--- src/rtl/hs_irq_pkg.sv ---
package hs_irq_pkg;

   localparam int NUM_CLS = 3;

   localparam logic [1:0] KIND_ACK  = 2'd0;
   localparam logic [1:0] KIND_NAK  = 2'd1;
   localparam logic [1:0] KIND_NYET = 2'd2;

   localparam logic [1:0] CLS_CTRL = 2'd0;
   localparam logic [1:0] CLS_IN   = 2'd1;
   localparam logic [1:0] CLS_OUT  = 2'd2;

   // Field order matches the register bit positions (MSB first).
   typedef struct packed {
      logic [1:0] ctl_mode;
      logic [1:0] in_mode;
      logic [1:0] out_mode;
      logic       pulsed;
      logic       act_high;
   } hs_cfg_t;

endpackage

--- src/rtl/hs_cfg_reg.sv ---
module hs_cfg_reg
   import hs_irq_pkg::*;
#(
   parameter int          CFG_W   = 8,
   parameter logic [7:0]  CFG_RST = 8'hFC
) (
   input  logic             clk,
   input  logic             rst_n,
   input  logic             we_i,
   input  logic [CFG_W-1:0] wdata_i,
   output logic [CFG_W-1:0] rdata_o,
   output hs_cfg_t          cfg_o
);

   if (CFG_W != $bits(hs_cfg_t)) begin : g_bad_width
      $error("hs_cfg_reg: CFG_W must equal the packed config width");
   end

   logic [CFG_W-1:0] cfg_q;

   always_ff @(posedge clk or negedge rst_n) begin
      if (!rst_n) begin
         cfg_q <= CFG_RST[CFG_W-1:0];
      end else if (we_i) begin
         cfg_q <= wdata_i;
      end
   end

   assign rdata_o = cfg_q;
   assign cfg_o   = hs_cfg_t'(cfg_q);

   AST_CFG_READBACK: assert property (@(posedge clk) disable iff (!rst_n)
      we_i |=> (rdata_o == $past(wdata_i)));

endmodule

--- src/rtl/hs_nak_tracker.sv ---
module hs_nak_tracker
   import hs_irq_pkg::*;
#(
   parameter int NCLS = NUM_CLS
) (
   input  logic            clk,
   input  logic            rst_n,
   input  logic            bus_reset_i,
   input  logic            setup_tok_i,
   input  logic            hs_valid_i,
   input  logic [1:0]      hs_kind_i,
   input  logic [1:0]      hs_class_i,
   output logic [NCLS-1:0] armed_o
);

   if (NCLS < 1 || NCLS > 4) begin : g_bad_ncls
      $error("hs_nak_tracker: NCLS out of range");
   end

   logic            setup_wait_q;
   logic            ctl_ack;
   logic            arm_evt;
   logic [NCLS-1:0] armed_q;
   logic [NCLS-1:0] nak_hit;

   assign ctl_ack = hs_valid_i && (hs_kind_i == KIND_ACK) && (hs_class_i == CLS_CTRL);
   assign arm_evt = ctl_ack && setup_wait_q;

   always_ff @(posedge clk or negedge rst_n) begin
      if (!rst_n) begin
         setup_wait_q <= 1'b0;
      end else if (bus_reset_i) begin
         setup_wait_q <= 1'b0;
      end else if (setup_tok_i) begin
         setup_wait_q <= 1'b1;
      end else if (ctl_ack) begin
         setup_wait_q <= 1'b0;
      end
   end

   for (genvar c = 0; c < NCLS; c++) begin : g_flag
      assign nak_hit[c] = hs_valid_i && (hs_kind_i == KIND_NAK) && (hs_class_i == 2'(c));

      always_ff @(posedge clk or negedge rst_n) begin
         if (!rst_n) begin
            armed_q[c] <= 1'b0;
         end else if (bus_reset_i) begin
            armed_q[c] <= 1'b0;
         end else if (arm_evt) begin
            armed_q[c] <= 1'b1;
         end else if (nak_hit[c]) begin
            armed_q[c] <= 1'b0;
         end
      end

      AST_NAK_DISARMS: assert property (@(posedge clk) disable iff (!rst_n)
         (nak_hit[c] && !bus_reset_i) |=> !armed_q[c]);
   end

   assign armed_o = armed_q;

   AST_BUSRST_DISARM: assert property (@(posedge clk) disable iff (!rst_n)
      bus_reset_i |=> (armed_q == '0));

endmodule

--- src/rtl/hs_class_filter.sv ---
module hs_class_filter
   import hs_irq_pkg::*;
#(
   parameter logic [1:0] CLS_ID   = 2'd0,
   parameter bit         NYET_REP = 1'b0
) (
   input  logic       hs_valid_i,
   input  logic [1:0] hs_kind_i,
   input  logic [1:0] hs_class_i,
   input  logic [1:0] mode_i,
   input  logic       armed_i,
   output logic       report_o
);

   logic hit;
   logic nak_ok;
   logic nyet_ok;

   assign hit = hs_valid_i && (hs_class_i == CLS_ID);

   always_comb begin
      unique case (mode_i)
         2'b00:   nak_ok = 1'b1;
         2'b01:   nak_ok = 1'b0;
         default: nak_ok = armed_i;
      endcase
   end

   if (NYET_REP) begin : g_nyet_on
      assign nyet_ok = 1'b1;
   end else begin : g_nyet_off
      assign nyet_ok = 1'b0;
   end

   always_comb begin
      report_o = 1'b0;
      if (hit) begin
         unique case (hs_kind_i)
            KIND_ACK:  report_o = 1'b1;
            KIND_NAK:  report_o = nak_ok;
            KIND_NYET: report_o = nyet_ok;
            default:   report_o = 1'b0;
         endcase
      end
   end

endmodule

--- src/rtl/hs_irq_shaper.sv ---
module hs_irq_shaper #(
   parameter int NCLS      = 3,
   parameter int PULSE_CYC = 4
) (
   input  logic            clk,
   input  logic            rst_n,
   input  logic [NCLS-1:0] report_i,
   input  logic [NCLS-1:0] clr_i,
   input  logic            pulsed_i,
   input  logic            act_high_i,
   output logic [NCLS-1:0] pend_o,
   output logic            pin_o
);

   localparam int CNT_W = $clog2(PULSE_CYC + 1);
   localparam logic [CNT_W-1:0] CNT_LOAD = CNT_W'(PULSE_CYC);

   if (PULSE_CYC < 1) begin : g_bad_pulse
      $error("hs_irq_shaper: PULSE_CYC must be at least 1");
   end

   logic [NCLS-1:0]  pend_q;
   logic [CNT_W-1:0] cnt_q;
   logic             any_rep;
   logic             active;

   assign any_rep = |report_i;

   always_ff @(posedge clk or negedge rst_n) begin
      if (!rst_n) begin
         pend_q <= '0;
      end else begin
         pend_q <= (pend_q & ~clr_i) | report_i;
      end
   end

   always_ff @(posedge clk or negedge rst_n) begin
      if (!rst_n) begin
         cnt_q <= '0;
      end else if (cnt_q != '0) begin
         cnt_q <= cnt_q - 1'b1;
      end else if (any_rep && pulsed_i) begin
         cnt_q <= CNT_LOAD;
      end
   end

   assign active = pulsed_i ? (cnt_q != '0) : (|pend_q);
   assign pin_o  = act_high_i ? active : ~active;
   assign pend_o = pend_q;

   AST_PEND_HOLD: assert property (@(posedge clk) disable iff (!rst_n)
      1'b1 |=> (((($past(pend_q) & ~$past(clr_i)) | $past(report_i)) & ~pend_q) == '0));

   AST_PULSE_BOUND: assert property (@(posedge clk) disable iff (!rst_n)
      cnt_q <= CNT_LOAD);

   AST_PULSE_START: assert property (@(posedge clk) disable iff (!rst_n)
      (pulsed_i && any_rep && cnt_q == '0) |=> (cnt_q == CNT_LOAD));

endmodule

--- src/rtl/hs_irq_filter.sv ---
module hs_irq_filter
   import hs_irq_pkg::*;
#(
   parameter int          PULSE_CYC = 4,
   parameter logic [7:0]  CFG_RST   = 8'hFC
) (
   input  logic       clk,
   input  logic       rst_n,
   input  logic       bus_reset,
   input  logic       cfg_we,
   input  logic [7:0] cfg_wdata,
   output logic [7:0] cfg_rdata,
   input  logic       setup_tok,
   input  logic       hs_valid,
   input  logic [1:0] hs_kind,
   input  logic [1:0] hs_class,
   input  logic [2:0] irq_clear,
   output logic [2:0] ep_irq_req,
   output logic       irq_pin
);

   localparam int NCLS = NUM_CLS;

   hs_cfg_t         cfg;
   logic [NCLS-1:0] armed;
   logic [NCLS-1:0] report;
   logic [1:0]      mode [NCLS];

   assign mode[0] = cfg.ctl_mode;
   assign mode[1] = cfg.in_mode;
   assign mode[2] = cfg.out_mode;

   hs_cfg_reg #(
      .CFG_W   (8),
      .CFG_RST (CFG_RST)
   ) u_cfg (
      .clk     (clk),
      .rst_n   (rst_n),
      .we_i    (cfg_we),
      .wdata_i (cfg_wdata),
      .rdata_o (cfg_rdata),
      .cfg_o   (cfg)
   );

   hs_nak_tracker #(
      .NCLS (NCLS)
   ) u_trk (
      .clk         (clk),
      .rst_n       (rst_n),
      .bus_reset_i (bus_reset),
      .setup_tok_i (setup_tok),
      .hs_valid_i  (hs_valid),
      .hs_kind_i   (hs_kind),
      .hs_class_i  (hs_class),
      .armed_o     (armed)
   );

   for (genvar c = 0; c < NCLS; c++) begin : g_cls
      hs_class_filter #(
         .CLS_ID   (2'(c)),
         .NYET_REP (c == int'(CLS_OUT))
      ) u_flt (
         .hs_valid_i (hs_valid),
         .hs_kind_i  (hs_kind),
         .hs_class_i (hs_class),
         .mode_i     (mode[c]),
         .armed_i    (armed[c]),
         .report_o   (report[c])
      );

      AST_ACK_REPORTS: assert property (@(posedge clk) disable iff (!rst_n)
         (hs_valid && hs_kind == KIND_ACK && hs_class == 2'(c)) |=> ep_irq_req[c]);

      AST_MODE01_NO_NAK: assert property (@(posedge clk) disable iff (!rst_n)
         (hs_valid && hs_kind == KIND_NAK && hs_class == 2'(c) && mode[c] == 2'b01
          && !ep_irq_req[c]) |=> !ep_irq_req[c]);

      if (c != int'(CLS_OUT)) begin : g_nyet_chk
         AST_NYET_IGNORED: assert property (@(posedge clk) disable iff (!rst_n)
            (hs_valid && hs_kind == KIND_NYET && hs_class == 2'(c) && !ep_irq_req[c])
            |=> !ep_irq_req[c]);
      end
   end

   hs_irq_shaper #(
      .NCLS      (NCLS),
      .PULSE_CYC (PULSE_CYC)
   ) u_shp (
      .clk        (clk),
      .rst_n      (rst_n),
      .report_i   (report),
      .clr_i      (irq_clear),
      .pulsed_i   (cfg.pulsed),
      .act_high_i (cfg.act_high),
      .pend_o     (ep_irq_req),
      .pin_o      (irq_pin)
   );

   AST_LEVEL_PIN: assert property (@(posedge clk) disable iff (!rst_n)
      !cfg.pulsed |-> (irq_pin == (cfg.act_high ? (|ep_irq_req) : !(|ep_irq_req))));

endmodule

--- config.mk ---
export PLATFORM = sky130hd
export DESIGN_NAME = hs_irq_filter
export DESIGN_NICKNAME = d
export VERILOG_FILES = /design/src/rtl/hs_irq_pkg.sv /design/src/rtl/hs_cfg_reg.sv /design/src/rtl/hs_nak_tracker.sv /design/src/rtl/hs_class_filter.sv /design/src/rtl/hs_irq_shaper.sv /design/src/rtl/hs_irq_filter.sv
export SDC_FILE = /design/constraint.sdc
export NUM_CORES = 1
export LEC_CHECK = 0
export BUFFER_PORTS_ARGS = -buffer_cell sky130_fd_sc_hd__buf_4
export CORE_ASPECT_RATIO = 1.4
export CORE_UTILIZATION = 48
export DETAILED_ROUTE_END_ITERATION = 8
export GPL_TIMING_DRIVEN = 1
export PLACE_DENSITY = 0.77
export SLEW_MARGIN = 30
export SYNTH_ARGS = -nofsm -noshare
export SYNTH_HDL_FRONTEND = slang
export SYNTH_SLANG_ARGS = --single-unit
export TNS_END_PERCENT = 50
--- constraint.sdc ---
create_clock -name clk -period 1.7 [get_ports clk]
set_input_delay 0.085 -clock clk [delete_from_list [all_inputs] [get_ports clk]]
set_output_delay 0.085 -clock clk [all_outputs]
set_load 0.005 [all_outputs]
==> results.toml, run 1 <==
[run_status]
outcome = "finished clean"

[placement]
placement.cell_area_sq_um = 1190
io_buffers = 32
dp.cells = 140
gp_congestion = 0.767
dpl.hpwl_mm = 1.50

[clock_tree]
cts_tree = "done"
htree_levels = 1
cts_buffers = 3
clk_latency_ns = 0.30
clockBufferDepth = 2
clock-sinks = 18
cts-root-buf = "clkbuf_4"
path_clk_slew_ns = 0.11

[sta]
max_freq_mhz = 636
slew_viol_final = 0
min_period_ns = 1.57
worstMarginPinSlew_ns = 0.293
min_period_over_period = 0.924
hold_viol = 0
setup_viol = 0
finClkSkew_ns = 0.00914
slew_headroom = 0.802
rsz0062_at_grt = "no"
setup_tns_ns = 0

[yosys]
synth_area_leaders = "dfrtp_1, dfstp_2, mux2_2"
yosysSeqAreaShare = 0.487
synth.distinct_cells = 32
ys.flop_type = "dfrtp_1"
synthXorXnorAreaFrac = 0.0186
syn_inst = 91
async_reset_ff_frac = 1.00
synth-adder-area-share = 0.0133
synth_top_family_by_area = "simple AND/OR/NAND/NOR gates"
yosys.area_share.simple = 0.204
syn_area_sq_um = 940
synth_top_cell_area_share = 0.320
syn_nets = 113
synth_top_area_cell = "dfrtp_1"
synth_enable_flop_cells = 0
ys_seq_elements = 18
yosysWarnings = 0
synth_compound_area_frac = 0.137
muxShareOfSynthArea = 0.0959
synth.avg_cell_area_sq_um = 10.3

[critical_path]
cp-end-kind = "flop"
start_kind = "flop"
worstRegToRegCells = 5
critical_path_class = "reg2reg"
r2r_start = "u_cfg.cfg_o[7]$_DFFE_PN1P_"
crit_arrival_ns = 1.76
critPathRequiredTime_ns = 1.88
r2r_end = "u_shp.cnt_q[1]$_DFFE_PN0P_"
worstPathMaxFanout = 4
reg2reg_slack_ns = 0.13

[detailed_routing]
wl_mm = 1.97
dr_total_vias = 812
initialDrtViolationCount = 5
firstDrtPassIters = 4
wl_per_cell_microns = 13.0
drc = 0
final_antenna_net_count = 0
viasPerCell = 5.38

[floorplan]
core_area_sq_um = 1800
rows = 18
die_area_sq_um = 2140
die_height_microns = 54.4
floorplan.initialDensity = 0.522
die_x_microns = 39.4
io_pins = 33

[final_layout]
final_util = 0.728
diodes = 0
drive_gt1_frac = 0.458
nNetsFinal = 154
area_growth_pct = 39.5
fin_area_sq_um = 1310
finalNonFillerCells = 151
register_area_sq_um = 458
mostFrequentLayoutCells = "buf_4, dfrtp_1, nand2_1, mux2_2"
final_common_cell = "buf_4"
fill_cells = 134
multi_input_area_sq_um = 455

[global_routing]
grt_antenna_before_repair = 0
grt_start_max_net_pins = 19
first_global_vias = 775
gr-total-overflow = 0
grt_pass1_wl_mm = 3.07
gr-usage-all-layers = 0.213

[hold_path]
hp-start = "cfg_wdata[4]"
holdPathStages = 2
hold_end = "u_cfg.cfg_o[4]$_DFFE_PN1P_"
hold_class = "in2reg"

[power]
power.leakage_uw = 0.000597
power_density_nw_per_um2 = 982
peakVddDrop_mv = 0.701

[job]
max_cap_viol_count = 0
-- area by class of cell --
type,instances,area share
Clock buffer,4,0.0277
Inverter,5,0.0143
Multi-Input combinational cell,64,0.347
Sequential cell,18,0.349
Tap cell,20,0.0191
Timing Repair Buffer,40,0.242
-- power breakdown --
part           switching (uW)  internal, uW  total (uW)  leakage (uW)
Sequential               55.7           505         561      0.000217
Combinational             211           252         464      0.000359
Clock                     132           131         263     0.0000210
Total                     400           888        1290      0.000597
-- kinds of logic (layout without fill, tap and decap cells) --
logic type / after synthesis / after routing
simple gates: 32 / 32
compound gates: 21 / 21
flops: 18 / 18
buf+inv: 9 / 49
mux: 8 / 8
xor+xnor: 2 / 2
fa+ha+maj: 1 / 1
-- registers in the layout, indices dropped and copies added (netlist names) --
| signal | cells |
|---|---|
| u_cfg.cfg_o | 8 |
| u_shp.cnt_q | 3 |
| u_shp.pend_o | 3 |
| u_trk.armed_o | 3 |
| u_trk.setup_wait_q | 1 |
-- cells in the mapped netlist (2+ instances only) --
library cell	count
nor2b_1	5
nand2_1	10
a21oi_1	7
buf_4	2
dfrtp_1	12
inv_1	5
mux2_2	8
clkbuf_1	2
o21ai_0	7
nor2_1	6
dfstp_2	6
-- per-layer routing --
metal  GRT usage  part of all wire  wire [microns]
met1       0.254              0.40             788
met2       0.361              0.54            1070
met3      0.0244             0.034              67
met4       0.121             0.021              41
met5           0                 0               0
-- worst max path at each step --
| stage | from | to | slack (ns) | depth (start not counted) |
|---|---|---|---|---|
| final | u_cfg.cfg_o[7]$_DFFE_PN1P_ | u_shp.cnt_q[1]$_DFFE_PN0P_ | 0.13 | 5 |
| after floorplan | u_cfg.cfg_o[7]$_DFFE_PN1P_ | u_shp.cnt_q[1]$_DFFE_PN0P_ | 0.22 | 5 |
| after global routing | u_shp.cnt_q[0]$_DFFE_PN0P_ | irq_pin | 0.03 | 5 |
| after CTS | u_shp.cnt_q[0]$_DFFE_PN0P_ | irq_pin | 0.01 | 5 |
| after global placement | u_cfg.cfg_o[7]$_DFFE_PN1P_ | u_shp.cnt_q[1]$_DFFE_PN0P_ | 0.18 | 5 |
| after detailed placement | u_cfg.cfg_o[7]$_DFFE_PN1P_ | u_shp.cnt_q[1]$_DFFE_PN0P_ | 0.14 | 5 |
-- timing repair --
| item | CTS | global route |
|---|---|---|
| setup endpoints to repair | 1 | 1 |
| resized for setup | 1 | 2 |
| hold buffers | 7 | 0 |
| setup buffers | 0 | 0 |
| endpoints found under the hold margin | 25 | 0 |
| pin swaps | 0 | 0 |
-- worst max-delay path: stages, from the launching register on --
cell and delay, ns:
dfstp_2 0.56, nor2b_1 0.04, o21ai_0 0.26, a22oi_2 0.13, and4_1 0.22, a211o_1 0.25
-- metrics by stage --
step           hold WS, ns  total power, uW  setup slack (ns)
4_1_cts            0.00906             1260            0.0132
6_report            0.0125             1290             0.128
2_1_floorplan       -0.211              815             0.219
3_5_place_dp       -0.0342              976             0.135
3_3_place_gp       -0.0369              946             0.181
5_1_grt            0.00684             1370            0.0327
(Power assumes the default switching activity.)
==> inputs of run 2 (changes only) <==
CORE_UTILIZATION = 49   (was 48)
PLACE_DENSITY = 0.78   (was 0.77)
SYNTH_HIERARCHICAL = 1   (was not set)
==> run 2 against run 1 <==
Compared with the run above:
- the run now ends with setup timing left
- wire length rose by 7.2%
- clock power fell by 16%
- area after synthesis rose by 6.3%
- critical endpoint is now u_shp/cnt_q[1]$_DFFE_PN0P_
- largest power group unchanged
==> results.toml, run 2 <==
[critical_path]
start_kind = "flop"
crit_arrival_ns = 1.90
critPathBufInv = 0
worstRegToRegCells = 5
crit_cells = 5
cp_top_family = "flip-flops"
critical_path_class = "reg2reg"
crit_chain = "mux2i_2 -> a21oi_2 -> nor4b_4 -> nor3_2 -> mux2_4"
worstPathMaxFanout = 2
slowest_stage = "dfstp_2"
critPathRequiredTime_ns = 1.89
cp-end-kind = "flop"
critPathMaxStageDelay_ns = 0.55

[yosys]
synth_common_cells = "dfrtp_1, mux2_4, a21oi_1, buf_4"
async_reset_ff_frac = 1.00
synth_top_cell_area_share = 0.301
ys.flop_type = "dfrtp_1"
synth_enable_flop_cells = 0
synth.distinct_cells = 25
muxShareOfSynthArea = 0.165
synth_most_common_cell = "dfrtp_1"
yosys.area_share.simple = 0.142
synth-adder-area-share = 0.0251
ys_seq_elements = 18
yosysSeqAreaShare = 0.459
syn_inst = 84
synth.avg_cell_area_sq_um = 11.9
synth_top_area_cell = "dfrtp_1"
synthXorXnorAreaFrac = 0.00877
syn_area_sq_um = 998
synth_top_family_by_area = "multiplexers"
synth_compound_area_frac = 0.107
syn_nets = 107
synth_area_leaders = "dfrtp_1, dfstp_2, mux2_4"
yosysWarnings = 6

[clock_tree]
clock-sinks = 18
clockBufferDepth = 2
path_clk_slew_ns = 0.11
cts-root-buf = "clkbuf_4"
cts_tree = "done"
clk_latency_ns = 0.29
cts_buffers = 3
htree_levels = 1

[detailed_routing]
initialDrtViolationCount = 11
final_antenna_net_count = 0
wl_per_cell_microns = 14.6
wl_mm = 2.11
viasPerCell = 5.29
drc = 0
dr_total_vias = 762
firstDrtPassIters = 3

[final_layout]
area_growth_pct = 34.3
fin_area_sq_um = 1340
finalNonFillerCells = 144
drive_gt1_frac = 0.561
final_util = 0.688
register_area_sq_um = 458
final_common_cell = "buf_4"
nNetsFinal = 147
multi_input_area_sq_um = 473
diodes = 0
mostFrequentLayoutCells = "buf_4, dfrtp_1, mux2_4, inv_1, dfstp_2"
fill_cells = 166
largest_reg_flops = 8

[sta]
setup_ws_ns = -0.00527
holdWs_ns = 0.0183
finClkSkew_ns = 0.0156
slew_headroom = 0.795
hold_viol = 0
max_freq_mhz = 586
rsz0062_at_grt = "yes"
min_period_ns = 1.71
slew_viol_final = 0
min_period_over_period = 1.00
setup_viol = 1
worstMarginPinSlew_ns = 0.306

[floorplan]
die_x_microns = 40.2
io_pins = 33
core_area_sq_um = 1950
floorplan.initialDensity = 0.512
die_height_microns = 55.4
die_area_sq_um = 2220
rows = 19

[global_routing]
grt_antenna_before_repair = 0
gr-usage-all-layers = 0.220
gr-total-overflow = 0
first_global_vias = 787
grt_start_max_net_pins = 19
grt_pass1_wl_mm = 3.42

[placement]
gp_congestion = 0.725
dp.cells = 135
dp_slack_ns = -0.0979
dpl.hpwl_mm = 1.56
placement.cell_area_sq_um = 1250
io_buffers = 32

[run_status]
outcome = "finished with violations"
violations = "setup timing"

[hold_path]
holdPathStages = 2
hold_class = "in2reg"

[power]
power.leakage_uw = 0.000684
power_density_nw_per_um2 = 906
peakVddDrop_mv = 0.591

[job]
max_cap_viol_count = 0
==> run 2: changes by cell type after synthesis, sizes merged, moves of 2 or more <==
cell / before / now
clkbuf: 2 / 0
buf: 2 / 9
o21ai: 8 / 4
a21o: 0 / 3
nor2b: 6 / 1
nand2: 10 / 1
and4: 2 / 0
mux2i: 0 / 3
==> run 2: routing by layer <==
metal  up-vias  part of all wire  track usage
met5         -                 0            0
met4         0            0.0047       0.0739
met3         2             0.037       0.0241
met2        18              0.57        0.366
met1       376              0.39        0.280
li1        366                 -            -
==> run 2: metrics by stage <==
step                power, uW  TNS (ns)
finish                   1220  -0.00527
global route             1290   -0.0189
CTS                      1210         0
detailed placement        974   -0.0979
global placement          950   -0.0311
floorplan                 823         0
==> run 2: final cells by class <==
cell class / count / area share
Clock buffer: 4 / 0.0196
Tap cell: 21 / 0.0196
Multi-Input combinational cell: 51 / 0.353
Sequential cell: 18 / 0.341
Inverter: 6 / 0.0168
Timing Repair Buffer: 44 / 0.250
==> run 2: cells by family after synthesis <==
group	count (synthesis)
AOI/OAI and AO/OA	18
and+or+nand+nor	18
DFF	18
buffers and inverters	15
muxes	12
adders and majority gates	2
xor gates and xnor gates	1
==> run 2: final timing paths <==
check,startpoint,slack [ns],end
worst max-delay path,u_cfg/cfg_o[7]$_DFFE_PN1P_,-0.005,u_shp/cnt_q[1]$_DFFE_PN0P_
worst min-delay path,cfg_wdata[0],0.02,u_cfg/cfg_o[0]$_DFFE_PN0P_
worst max register to register,u_cfg/cfg_o[7]$_DFFE_PN1P_,-0.005,u_shp/cnt_q[1]$_DFFE_PN0P_
worst min register to register,u_shp/pend_o[1]$_DFF_PN0_,0.54,u_shp/pend_o[1]$_DFF_PN0_
max in group asynchronous,rst_n,1.24,u_cfg/cfg_o[5]$_DFFE_PN1P_
min in group asynchronous,rst_n,0.18,u_cfg/cfg_o[0]$_DFFE_PN0P_
==> run 2: repair_timing <==
item                                    in CTS  in global routing
endpoints found under the setup margin       1                  2
gates cloned                                 0                  0
resized for setup                            4                  3
hold buffers                                 2                  0
pin swaps                                    0                  4
setup buffers                                1                  2
hold endpoints to repair                    22                  0
==> run 2: power by group <==
part | internal, uW | switching, uW
Clock | 91.0 | 129
Combinational | 263 | 177
Sequential | 503 | 52.6
==> inputs of run 3 (changes only) <==
BUFFER_PORTS_ARGS = not set   (was -buffer_cell sky130_fd_sc_hd__buf_4)
CORE_UTILIZATION = 53   (was 49)
DONT_BUFFER_PORTS = 1   (was not set)
PLACE_DENSITY = 0.68   (was 0.78)
==> run 3 against run 2 <==
Compared with the run above:
- the run still ends with setup timing left
- clock-buffer cell count unchanged
- critical endpoint unchanged
- non-clock buffer count down 15
- critical path type unchanged
- total power down 1.4%
- final cell count down 11%
- sequential share of layout area up 1.8 points
- clock power up 22%
- wire length down 5.6%
- global-route usage about the same
- sequential power about the same
- register-to-register slack about the same
- flip-flop and latch count unchanged
==> results.toml, run 3 (synthesis results as in run 2) <==
[detailed_routing]
final_antenna_net_count = 0
viasPerCell = 5.52
dr_total_vias = 706
wl_mm = 1.99
drc = 0
firstDrtPassIters = 4
wl_per_cell_microns = 15.5
initialDrtViolationCount = 14

[global_routing]
grt_pass1_wl_mm = 3.15
gr-total-overflow = 0
grt_start_max_net_pins = 19
gr-usage-all-layers = 0.220
grt_antenna_before_repair = 0
first_global_vias = 750

[floorplan]
floorplan.initialDensity = 0.568
io_pins = 33
rows = 18
die_x_microns = 38.7
core_area_sq_um = 1760
die_height_microns = 53.4
die_area_sq_um = 2060

[sta]
min_period_ns = 1.70
max_freq_mhz = 587
setup_ws_ns = -0.00289
worstMarginPinSlew_ns = 0.841
holdWs_ns = 0.00543
setup_viol = 1
slew_headroom = 0.437
hold_viol = 0
rsz0062_at_grt = "yes"
setup_tns_ns = -0.00289
min_period_over_period = 1.00
slew_viol_final = 0
finClkSkew_ns = 0.00267

[critical_path]
cp-end-kind = "flop"
critPathBufInv = 0
worstRegToRegCells = 5
crit_chain = "mux2i_2 -> a21oi_2 -> nor4b_4 -> nor3_1 -> mux2_4"
reg2reg_slack_ns = -0.003
crit_arrival_ns = 1.89
slowest_stage = "dfstp_2"
r2r_start = "u_cfg/cfg_o[7]$_DFFE_PN1P_"
cp_top_family = "flip-flops"
critPathMaxStageDelay_ns = 0.57
start_kind = "flop"
r2r_end = "u_shp/cnt_q[1]$_DFFE_PN0P_"
worstPathMaxFanout = 2
critPathRequiredTime_ns = 1.88
critical_path_class = "reg2reg"

[final_layout]
nNetsFinal = 132
diodes = 0
largest_reg_flops = 8
final_util = 0.726
fill_cells = 119
area_growth_pct = 27.7
final_common_cell = "dlygate4sd3_1"
fin_area_sq_um = 1270
mostFrequentLayoutCells = "dlygate4sd3_1, dfrtp_1, mux2_4"
finalNonFillerCells = 128
drive_gt1_frac = 0.287

[hold_path]
hold_end = "u_trk/armed_o[1]$_DFFE_PN0P_"
hp-start = "hs_kind[0]"
holdPathStages = 2
hold_class = "in2reg"

[power]
p_switching_uw = 332
switching_share = 0.277
power.leakage_uw = 0.000600
p_clk_frac = 0.224
power_density_nw_per_um2 = 939
combPwrFrac = 0.313
seqPwrFrac = 0.462
peakVddDrop_mv = 0.682
intPower_uw = 866

[clock_tree]
htree_levels = 1
clock-sinks = 18
clk_latency_ns = 0.29
cts_tree = "done"
clockBufferDepth = 2
path_clk_slew_ns = 0.11
cts_buffers = 3
cts-root-buf = "clkbuf_4"

[placement]
dp.cells = 100
placement.cell_area_sq_um = 990
io_buffers = 0
dpl.hpwl_mm = 1.30
gp_congestion = 0.733

[run_status]
outcome = "finished with violations"
violations = "setup timing"

[job]
max_cap_viol_count = 0
==> run 3: cell types whose count changed in the layout (fill, tap and decap cells not counted), sizes merged <==
cell / previous run / this run
buf: 42 / 6
dlygate4sd3: 2 / 23
==> run 3: routing by layer <==
layer  vias up  track usage  part of all wire
li1        334            -                 -
met1       349        0.252              0.40
met2        19        0.392              0.54
met3         4       0.0294             0.038
met4         0       0.0920             0.019
met5         -            0                 0
==> run 3: worst max-delay path by stage <==
stage,start,end,slack [ns],depth (start not counted)
floorplan,u_cfg/cfg_o[5]$_DFFE_PN1P_,u_shp/cnt_q[1]$_DFFE_PN0P_,0.08,5
global placement,u_cfg/cfg_o[7]$_DFFE_PN1P_,u_shp/cnt_q[1]$_DFFE_PN0P_,-0.03,5
detailed placement,u_cfg/cfg_o[7]$_DFFE_PN1P_,u_shp/cnt_q[1]$_DFFE_PN0P_,-0.006,5
CTS,u_cfg/cfg_o[4]$_DFFE_PN1P_,u_shp/cnt_q[1]$_DFFE_PN0P_,0.002,6
global route,u_cfg/cfg_o[7]$_DFFE_PN1P_,u_shp/cnt_q[1]$_DFFE_PN0P_,-0.05,5
finish,u_cfg/cfg_o[7]$_DFFE_PN1P_,u_shp/cnt_q[1]$_DFFE_PN0P_,-0.003,5
==> run 3: final cells by class <==
class,instances,area (sq um),share of cell area
flip-flops and latches,18,458,0.359
multi-input cells,51,458,0.359
repair buffers,29,275,0.216
clock buffers,4,36.3,0.0285
well taps,20,25.0,0.0196
inverters,6,22.5,0.0177
==> run 3: power groups by stage <==
stage	combinational, uW	clock (uW)	sequential (uW)
finish	375	269	554
global route	414	292	562
CTS	379	270	553
detailed placement	311	0	561
global placement	299	0	559
floorplan	277	0	546
==> run 3: per-stage QoR <==
| stage | power (uW) | setup slack [ns] |
|---|---|---|
| 6_report | 1200 | -0.00289 |
| 2_1_floorplan | 823 | 0.0794 |
| 4_1_cts | 1200 | 0.00199 |
| 3_5_place_dp | 871 | -0.00615 |
| 3_3_place_gp | 857 | -0.0264 |
| 5_1_grt | 1270 | -0.0481 |
==> run 3: repair_timing <==
item                                    4_1_cts  5_1_grt
endpoints found under the hold margin        33        0
endpoints found under the setup margin        1        2
hold buffers                                 23        0
buffers inserted                              0        1
pin swaps                                     0        1
resized for setup                             3        1
